## src/rtl/dma_csr_pkg.sv

```systemverilog
package dma_csr_pkg;

    // Word offsets inside the 32-byte register window
    localparam logic [7:0] OFS_CTRL   = 8'h00;
    localparam logic [7:0] OFS_SCR_A  = 8'h04;
    localparam logic [7:0] OFS_ENABLE = 8'h08;
    localparam logic [7:0] OFS_STATUS = 8'h10;
    localparam logic [7:0] OFS_SCR_B  = 8'h14;

    // Fixed field placement in the enable and status words
    localparam int START_LSB = 8;
    localparam int ERR_LSB   = 8;
    localparam int STATE_LSB = 16;

    // Per-channel nibble in the control word
    localparam int NIB_W   = 4;
    localparam int DIR_BIT = 2;

    localparam logic [1:0] MODE_OFF = 2'd0;

    typedef enum logic [1:0] {
        CH_IDLE  = 2'd0,
        CH_FETCH = 2'd1,
        CH_HOLD  = 2'd2,
        CH_MOVE  = 2'd3
    } chan_state_e;

endpackage

```

## src/rtl/dma_csr_pulse_gen.sv

```systemverilog
module dma_csr_pulse_gen #(
    parameter int NUM_CH = 8
) (
    input  logic              clk,
    input  logic              rst_n,
    input  logic [NUM_CH-1:0] start_req,
    input  logic [NUM_CH-1:0] abort_req,
    output logic [NUM_CH-1:0] start_pls,
    output logic [NUM_CH-1:0] abort_pls
);

    typedef struct packed {
        logic [NUM_CH-1:0] start;
        logic [NUM_CH-1:0] abort;
    } pls_t;

    pls_t p_d, p_q;

    // Every pulse lasts one cycle: the next value depends only on this cycle's request
    always_comb begin
        p_d       = p_q;
        p_d.start = start_req;
        p_d.abort = abort_req;
    end

    always_ff @(posedge clk or negedge rst_n) begin
        if (!rst_n) p_q <= '0;
        else        p_q <= p_d;
    end

    assign start_pls = p_q.start;
    assign abort_pls = p_q.abort;

endmodule

```

## src/rtl/dma_csr_flags.sv

```systemverilog
module dma_csr_flags #(
    parameter int NUM_CH = 8
) (
    input  logic              clk,
    input  logic              rst_n,
    input  logic [NUM_CH-1:0] done_ev,
    input  logic [NUM_CH-1:0] err_ev,
    input  logic [NUM_CH-1:0] clr_irq,
    input  logic [NUM_CH-1:0] clr_err,
    output logic [NUM_CH-1:0] irq_flag,
    output logic [NUM_CH-1:0] err_flag
);

    typedef struct packed {
        logic [NUM_CH-1:0] irq;
        logic [NUM_CH-1:0] err;
    } flag_t;

    flag_t f_d, f_q;

    // A clear comes first, so an event that arrives in the same cycle survives it
    always_comb begin
        f_d     = f_q;
        f_d.irq = (f_q.irq & ~clr_irq) | done_ev | err_ev;
        f_d.err = (f_q.err & ~clr_err) | err_ev;
    end

    always_ff @(posedge clk or negedge rst_n) begin
        if (!rst_n) f_q <= '0;
        else        f_q <= f_d;
    end

    assign irq_flag = f_q.irq;
    assign err_flag = f_q.err;

endmodule

```

## src/rtl/dma_csr_irq_comb.sv

```systemverilog
module dma_csr_irq_comb #(
    parameter int NUM_CH = 8
) (
    input  logic [NUM_CH-1:0] irq_flag,
    input  logic [NUM_CH-1:0] irq_en,
    output logic              irq
);

    logic [NUM_CH-1:0] masked;

    always_comb begin
        masked = irq_flag & irq_en;
        irq    = |masked;
    end

endmodule

```

## src/rtl/dma_csr_regs.sv

```systemverilog
module dma_csr_regs
    import dma_csr_pkg::*;
#(
    parameter int NUM_CH = 8,
    parameter int ADDR_W = 5,
    parameter int DATA_W = 32
) (
    input  logic                  clk,
    input  logic                  rst_n,
    input  logic                  bus_wr,
    input  logic [ADDR_W-1:0]     bus_addr,
    input  logic [DATA_W-1:0]     bus_wdata,
    output logic [DATA_W-1:0]     bus_rdata,
    input  logic [2*NUM_CH-1:0]   ch_state,
    input  logic [NUM_CH-1:0]     ch_done,
    input  logic [NUM_CH-1:0]     ch_err,
    output logic [2*NUM_CH-1:0]   ch_mode,
    output logic [NUM_CH-1:0]     ch_dir,
    output logic [NUM_CH-1:0]     ch_irq_en,
    output logic [NUM_CH-1:0]     ch_start,
    output logic [NUM_CH-1:0]     ch_abort,
    output logic                  irq
);

    localparam int CTRL_W = NIB_W * NUM_CH;

    localparam logic [ADDR_W-1:0] A_CTRL   = ADDR_W'(OFS_CTRL);
    localparam logic [ADDR_W-1:0] A_SCR_A  = ADDR_W'(OFS_SCR_A);
    localparam logic [ADDR_W-1:0] A_ENABLE = ADDR_W'(OFS_ENABLE);
    localparam logic [ADDR_W-1:0] A_STATUS = ADDR_W'(OFS_STATUS);
    localparam logic [ADDR_W-1:0] A_SCR_B  = ADDR_W'(OFS_SCR_B);

    typedef struct packed {
        logic [CTRL_W-1:0] ctrl;
        logic [NUM_CH-1:0] ien;
        logic [DATA_W-1:0] scr_a;
        logic [DATA_W-1:0] scr_b;
    } regs_t;

    regs_t r_d, r_q;

    logic              sel_ctrl, sel_en, sel_stat, sel_sa, sel_sb;
    logic [NUM_CH-1:0] start_req, abort_req;
    logic [NUM_CH-1:0] clr_irq, clr_err;
    logic [NUM_CH-1:0] irq_flag_q, err_flag_q;
    logic [DATA_W-1:0] status_word;

    // Address decode: only exact aligned matches select a word
    always_comb begin
        sel_ctrl = bus_wr && (bus_addr == A_CTRL);
        sel_sa   = bus_wr && (bus_addr == A_SCR_A);
        sel_en   = bus_wr && (bus_addr == A_ENABLE);
        sel_stat = bus_wr && (bus_addr == A_STATUS);
        sel_sb   = bus_wr && (bus_addr == A_SCR_B);
    end

    // Next register values
    always_comb begin
        r_d = r_q;
        if (sel_ctrl) r_d.ctrl  = bus_wdata[CTRL_W-1:0];
        if (sel_en)   r_d.ien   = bus_wdata[NUM_CH-1:0];
        if (sel_sa)   r_d.scr_a = bus_wdata;
        if (sel_sb)   r_d.scr_b = bus_wdata;
    end

    always_ff @(posedge clk or negedge rst_n) begin
        if (!rst_n) r_q <= '0;
        else        r_q <= r_d;
    end

    // Per-channel field slicing and pulse requests
    for (genvar c = 0; c < NUM_CH; c++) begin : g_chan
        logic ch_idle;
        assign ch_idle          = (ch_state[2*c +: 2] == CH_IDLE);
        assign ch_mode[2*c +: 2] = r_q.ctrl[NIB_W*c +: 2];
        assign ch_dir[c]         = r_q.ctrl[NIB_W*c + DIR_BIT];
        assign start_req[c]      = sel_en && bus_wdata[START_LSB + c] && ch_idle;
        assign abort_req[c]      = sel_ctrl && (bus_wdata[NIB_W*c +: 2] == MODE_OFF) && !ch_idle;
    end

    assign ch_irq_en = r_q.ien;

    // Write-one-to-clear masks for the status word
    always_comb begin
        clr_irq = sel_stat ? bus_wdata[NUM_CH-1:0]       : '0;
        clr_err = sel_stat ? bus_wdata[ERR_LSB +: NUM_CH] : '0;
    end

    dma_csr_pulse_gen #(.NUM_CH(NUM_CH)) u_pulse (
        .clk       (clk),
        .rst_n     (rst_n),
        .start_req (start_req),
        .abort_req (abort_req),
        .start_pls (ch_start),
        .abort_pls (ch_abort)
    );

    dma_csr_flags #(.NUM_CH(NUM_CH)) u_flags (
        .clk      (clk),
        .rst_n    (rst_n),
        .done_ev  (ch_done),
        .err_ev   (ch_err),
        .clr_irq  (clr_irq),
        .clr_err  (clr_err),
        .irq_flag (irq_flag_q),
        .err_flag (err_flag_q)
    );

    dma_csr_irq_comb #(.NUM_CH(NUM_CH)) u_irq (
        .irq_flag (irq_flag_q),
        .irq_en   (r_q.ien),
        .irq      (irq)
    );

    // Status word assembly and read mux
    always_comb begin
        status_word                            = '0;
        status_word[NUM_CH-1:0]                = irq_flag_q;
        status_word[ERR_LSB +: NUM_CH]         = err_flag_q;
        status_word[STATE_LSB +: 2*NUM_CH]     = ch_state;
    end

    always_comb begin
        bus_rdata = '0;
        unique case (bus_addr)
            A_CTRL:   bus_rdata = DATA_W'(r_q.ctrl);
            A_SCR_A:  bus_rdata = r_q.scr_a;
            A_ENABLE: bus_rdata = DATA_W'(r_q.ien);
            A_STATUS: bus_rdata = status_word;
            A_SCR_B:  bus_rdata = r_q.scr_b;
            default:  bus_rdata = '0;
        endcase
    end

endmodule

```

## config.mk

```make
export PLATFORM = sky130hd
export DESIGN_NAME = dma_csr_regs
export DESIGN_NICKNAME = d
export VERILOG_FILES = /design/src/rtl/dma_csr_pkg.sv /design/src/rtl/dma_csr_pulse_gen.sv /design/src/rtl/dma_csr_flags.sv /design/src/rtl/dma_csr_irq_comb.sv /design/src/rtl/dma_csr_regs.sv
export SDC_FILE = /design/constraint.sdc
export NUM_CORES = 1
export LEC_CHECK = 0
export CAP_MARGIN = 20
export CORE_AREA = 2 2 113 115
export DETAILED_ROUTE_END_ITERATION = 8
export DIE_AREA = 0 0 115 117
export GPL_TIMING_DRIVEN = 0
export PLACE_DENSITY = 0.84
export SLEW_MARGIN = 30
export SYNTH_ARGS = -nofsm -noshare
export SYNTH_HDL_FRONTEND = slang
export SYNTH_SLANG_ARGS = --single-unit
export TNS_END_PERCENT = 20
```

## constraint.sdc

```tcl
create_clock -name clk -period 3.1 [get_ports clk]
set_input_delay 0.62 -clock clk [delete_from_list [all_inputs] [get_ports clk]]
set_output_delay 0.62 -clock clk [all_outputs]
set_load 0.01 [all_outputs]
```

# Word level (Yosys, flattened, before mapping)
# Cells that the tools add are included.
# W data, S select, Z words.
dict set report totals {
  register_bits 136
  output_inout_bits 81
}
dict set report classes {
  eq_ne 4
  n_mux 3
  bitwise_logic 8
  n_reduce_logical 63
}
# op n
set ops {}
lappend ops {{$pmux W32 S5} 1}
lappend ops {{$logic_and A1 B1 Y1} 37}
lappend ops {{$logic_not A2 Y1} 16}
lappend ops {{$and A8 B8 Y8} 3}
lappend ops {{$or A8 B8 Y8} 3}
lappend ops {{$mux W8} 2}
lappend ops {{$not A8 Y8} 2}
lappend ops {{$eq A5 B5 Y1 const B} 2}
lappend ops {{$logic_not A1 Y1} 8}
lappend ops {{$reduce_or A8 Y1} 1}
lappend ops {{$eq A5 B3 Y1 const B} 1}
lappend ops {{$eq A5 B4 Y1 const B} 1}
lappend ops {{$logic_not A5 Y1} 1}

# Longest topological paths before layout
dict set report logic_depth {
  ltp_word 7
  mapped_depth 5
  ltp_nobuf 3
}

# Modules after synthesis
# From an unflattened synthesis, not the netlist that was laid out.
dict set report unflattened {
  cells_unflattened 502
  area_unflattened_um2 6588.8
}
# module cells_per_inst n_inst area_each_um2
set modules_own_cells {}
lappend modules_own_cells {dma_csr_regs 425 1 5561.6}
lappend modules_own_cells {dma_csr_flags 56 1 590.6}
lappend modules_own_cells {dma_csr_pulse_gen 16 1 400.4}
lappend modules_own_cells {dma_csr_irq_comb 5 1 36.3}

# Worst setup path after synthesis
# No wires, ideal clock.
dict set report synth_path {
  kind {input to output}
  startpoint {in bus_addr[3]}
  endpoint {out bus_rdata[26]}
  required_ns 2.480
  t_arrival_ns 1.656
  path_slack_ns 0.824
  path_buffers 2
  stages 4
  cell_sequence {or4b_1 -> buf_2 -> buf_6 -> o22ai_1}
}
dict set report synth_via {
  elab_chain_len 2
}
# element line
set synth_lines {}
lappend synth_lines {{from (decl)} dma_csr_regs.sv:11} ;# input logic [ADDR_W-1:0] bus_addr,
lappend synth_lines {{$eq A5 B5 Y1, or another cell as far along} dma_csr_regs.sv:125} ;# unique case (bus_addr)
lappend synth_lines {{$pmux W32 S5 (*)} dma_csr_regs.sv:125}
lappend synth_lines {{to (decl)} dma_csr_regs.sv:13} ;# output logic [DATA_W-1:0] bus_rdata,
# Every way passes the cells marked *; elsewhere a longest branch is shown, timed or not.

# Worst setup path in the final report
dict set report layout_path {
  startpoint {in bus_addr[3]}
  endpoint {out bus_rdata[9]}
}
# The elaborated chain is that of the path after synthesis.

==> impl_metrics.py <==
metrics = {
    "status": {
        "status": "finished, final reports clean",
    },
    "route": {
        "drt.antenna.violating_nets": 0,
        "routed_via_density": 5.86,
        "routed_wl_um": 18000,
        "initialDrtViolationCount": 265,
        "post-route-drc-count": 0,
        "num_vias": 4838,
        "dr.pass1.iters": 5,
        "post_drt_wl_per_cell_um": 21.8,
    },
    "logic_synthesis": {
        "synth.most_common_cell": "sky130_fd_sc_hd__dfrtp_1",
        "async_flop_share_pct": 100,
        "netlist.top_cell.by_area": "sky130_fd_sc_hd__dfrtp_1",
        "area_fraction_of_the_dominant_cell_type_after_synthesis_pct": 53.0,
        "ys_dominant_reg_cell": "sky130_fd_sc_hd__dfrtp_1",
        "netlist_top_cells_area": "sky130_fd_sc_hd__dfrtp_1 53%, sky130_fd_sc_hd__mux2_2 19%, sky130_fd_sc_hd__mux2i_1 8.7%, sky130_fd_sc_hd__buf_4 4.6%, sky130_fd_sc_hd__o22ai_1 2.3%",
        "synth_top_cells_by_count": "136 x sky130_fd_sc_hd__dfrtp_1, 107 x sky130_fd_sc_hd__mux2_2, 56 x sky130_fd_sc_hd__mux2i_1",
        "synth_sequential_area_ratio_pct": 53.0,
        "synthesis.area_um2": 6420,
        "synth.yosys.warnings": 0,
        "netlist_instances": 493,
        "synth-edff-count": 0,
        "synthesis.nets": 565,
        "synthDistinctLibCells": 31,
        "avgSynthCellArea_um2": 13.0,
        "synth_seq_cells": 136,
    },
    "worst_setup_path": {
        "critical_path_required_ps": 2480,
        "timing_worst_setup_path_type": "primary input to output port",
        "worstPathArrival_ps": 2360,
        "rr_worst_depth": 2,
        "critical_path.max_stage_delay_ps": 550,
        "end_kind": "output port",
        "crit_chain": "dlygate4sd2_1 > or4b_1 > buf_4 > buf_6 > o22ai_1 > dlygate4sd2_1",
        "critical-path-top-cell-by-count": "sky130_fd_sc_hd__dlygate4sd2_1",
        "path_max_fanout": 10,
        "worstSetupPathDepth": 6,
        "crit_slowest_cell": "sky130_fd_sc_hd__or4b_1",
        "cp_num_buf_inv": 4,
        "critical_path.top_delay_family": "buffers and inverters",
        "startpoint_type": "primary input",
    },
    "cells_and_area": {
        "fraction_of_layout_cells_with_a_size_suffix_above_1_pct": 31.1,
        "nNetsFinal": 736,
        "finalCoreUtilization_pct": 70.9,
        "fillCellCount": 848,
        "area_growth_syn_to_layout_pct": 36.0,
        "antenna_diode_instance_count": 0,
    },
    "clock_tree": {
        "clk_root_buffer_cell": "sky130_fd_sc_hd__clkbuf_16",
        "clk_transition_reported_paths_ps": 60,
        "clock_insertion_delay_worst_skew_ps": 410,
        "cts_buffer_count": 17,
        "max-clock-path-buffers": 2,
        "holdBufCountCts": 0,
        "cts.htree.levels": 4,
        "clock_sink_count": 136,
        "cts_tree": "yes",
    },
    "global_route": {
        "grt_first_pass_wirelength_um": 27800,
        "via_count_of_the_first_global_routing_pass": 5227,
        "antenna_found_initial": 0,
        "grt_start_max_net_pins": 70,
        "globalRoute.totalOverflow": 0,
        "grt_use_total_pct": 27.5,
    },
    "power_and_ir_drop": {
        "p_switching_uw": 1300,
        "power.combinational.fraction_pct": 19.4,
        "p_leak_uw": 0.00416,
        "power-per-cell-area_nw_per_um2": 605,
        "clockPowerShare_pct": 38.6,
        "power.sequential.fraction_pct": 42.0,
        "p_int_uw": 3980,
        "switching_share_pct": 24.6,
        "max-vdd-ir-drop_mv": 0.340,
    },
    "floorplan": {
        "coreArea_um2": 12300,
        "chipHeight_um": 117,
        "io_pins": 153,
        "die_width_um": 115,
        "dieArea_um2": 13500,
        "rows": 41,
        "starting_density_pct": 52.1,
    },
    "run": {
        "maxCapViolations": 0,
    },
    "place": {
        "numPortBuffers": 151,
        "half_perimeter_wire_length_after_placement_um": 12500,
        "placement.setup.worst_slack_ps": -446,
        "gp_routability_congestion": 0.901,
    },
    "sta": {
        "rsz0062_at_grt": "false",
        "setup_viol": 0,
        "number_of_max_slew_violations_in_the_final_report": 0,
        "timing.clock.skew_ps": 0,
        "min_period_over_period_pct": 96.3,
        "finalWorstPathRequiredPeriod_ps": 2980,
        "report.final.hold_viol_count": 0,
        "slew-limit-headroom_pct": 53.1,
        "timing.fmax_ghz": 0.335,
        "setup_slack_ps": 115,
        "worst_slew_pin_slew_ps": 698,
    },
    "min_path": {
        "holdCritPathClass": "primary input to asynchronous set/reset pin",
    },
}
[cells in the final DEF (no fill, tap or decap), types with 3 or more instances in the layout]
| cell type | netlist | layout |
|---|---|---|
| sky130_fd_sc_hd__a221o_2 | 6 | 6 |
| sky130_fd_sc_hd__a22oi_1 | 4 | 4 |
| sky130_fd_sc_hd__a31oi_1 | 14 | 14 |
| sky130_fd_sc_hd__and3_1 | 8 | 8 |
| sky130_fd_sc_hd__buf_2 | 17 | 13 |
| sky130_fd_sc_hd__buf_4 | 39 | 43 |
| sky130_fd_sc_hd__buf_6 | 3 | 3 |
| sky130_fd_sc_hd__bufinv_16 | 0 | 3 |
| sky130_fd_sc_hd__clkbuf_1 | 2 | 5 |
| sky130_fd_sc_hd__clkbuf_16 | 0 | 17 |
| sky130_fd_sc_hd__clkdlybuf4s15_2 | 0 | 3 |
| sky130_fd_sc_hd__clkdlybuf4s50_1 | 0 | 114 |
| sky130_fd_sc_hd__clkinv_2 | 0 | 3 |
| sky130_fd_sc_hd__dfrtp_1 | 136 | 136 |
| sky130_fd_sc_hd__dlygate4sd2_1 | 0 | 31 |
| sky130_fd_sc_hd__inv_1 | 8 | 8 |
| sky130_fd_sc_hd__mux2_1 | 5 | 5 |
| sky130_fd_sc_hd__mux2_2 | 107 | 107 |
| sky130_fd_sc_hd__mux2i_1 | 56 | 56 |
| sky130_fd_sc_hd__nand3_1 | 4 | 4 |
| sky130_fd_sc_hd__nor2_1 | 30 | 30 |
| sky130_fd_sc_hd__nor3_1 | 6 | 6 |
| sky130_fd_sc_hd__nor4_1 | 8 | 8 |
| sky130_fd_sc_hd__o22ai_1 | 24 | 24 |
[flip-flops by register name (all words and copies together) (netlist names)]
name               cells
ch_dir                 8
ch_irq_en              8
ch_mode               16
r_q                   72
u_flags.err_flag       8
u_flags.irq_flag       8
u_pulse.abort_pls      8
u_pulse.start_pls      8
[cell families after synthesis]
group | count (synthesis) | synth area share, %
compound gates | 52 | 5.81
buf+inv | 69 | 7.00
flops | 136 | 53.0
mux | 168 | 28.4
simple gates | 68 | 5.75
[power by group through the flow]
| stage | Clock [uW] | Sequential (uW) | Combinational, uW |
|---|---|---|---|
| detailed placement | 0 | 2240 | 1030 |
| CTS | 2030 | 2210 | 1030 |
| finish | 2040 | 2220 | 1030 |
| floorplan | 0 | 2180 | 586 |
| global placement | 0 | 2220 | 991 |
| global route | 2120 | 2240 | 1100 |
[path summary, 6_finish.rpt]
path	from	to	slack, ps
setup / recovery	bus_addr[3]	bus_rdata[9]	120
min in group clk	r_q[29]	r_q[29]	510
setup reg to reg	u_flags.irq_flag[5]	u_flags.irq_flag[5]	2250
hold / removal	rst_n	ch_dir[0]	160
max in group asynchronous	rst_n	r_q[18]	2230
hold reg to reg	r_q[29]	r_q[29]	510
[routing by layer]
layer | GRT usage (%) | vias to the layer above | share of wire, %
met2 | 45.1 | 208 | 50
met3 | 7.11 | 33 | 6.6
met1 | 35.7 | 2478 | 41
li1 | - | 2119 | -
met5 | 0 | - | 0
met4 | 10.3 | 0 | 2.2
[final cells by class]
class                   count  area [um2]  area share [%]
clock buffers              23         468            5.36
clock inverters             8         121            1.39
repair buffers            152        1510            17.3
plain buffers              61         430            4.93
inverters                   8        30.0           0.344
well taps                 150         188            2.15
flip-flops and latches    136        3400            39.0
multi-input cells         288        2570            29.5
[per-stage QoR]
step                      hold WS (ps)  instances  TNS, ps  instance area [um2]  power, uW
final                              159        826        0                 8730       5280
after global routing               188        826        0                 8730       5460
after CTS                          176        826        0                 8720       5280
after detailed placement           490        795   -12280                 8150       3270
after global placement             476        794  -508300                 8120       3210
after floorplan                    324        493        0                 6420       2770
[timing repair]
| item | CTS | global route |
|---|---|---|
| buffers inserted | 0 | 0 |
| gates resized for setup | 46 | 2 |
| setup endpoints to repair | 32 | 2 |
| hold endpoints to repair | 0 | 0 |
(Power assumes the default switching activity.)
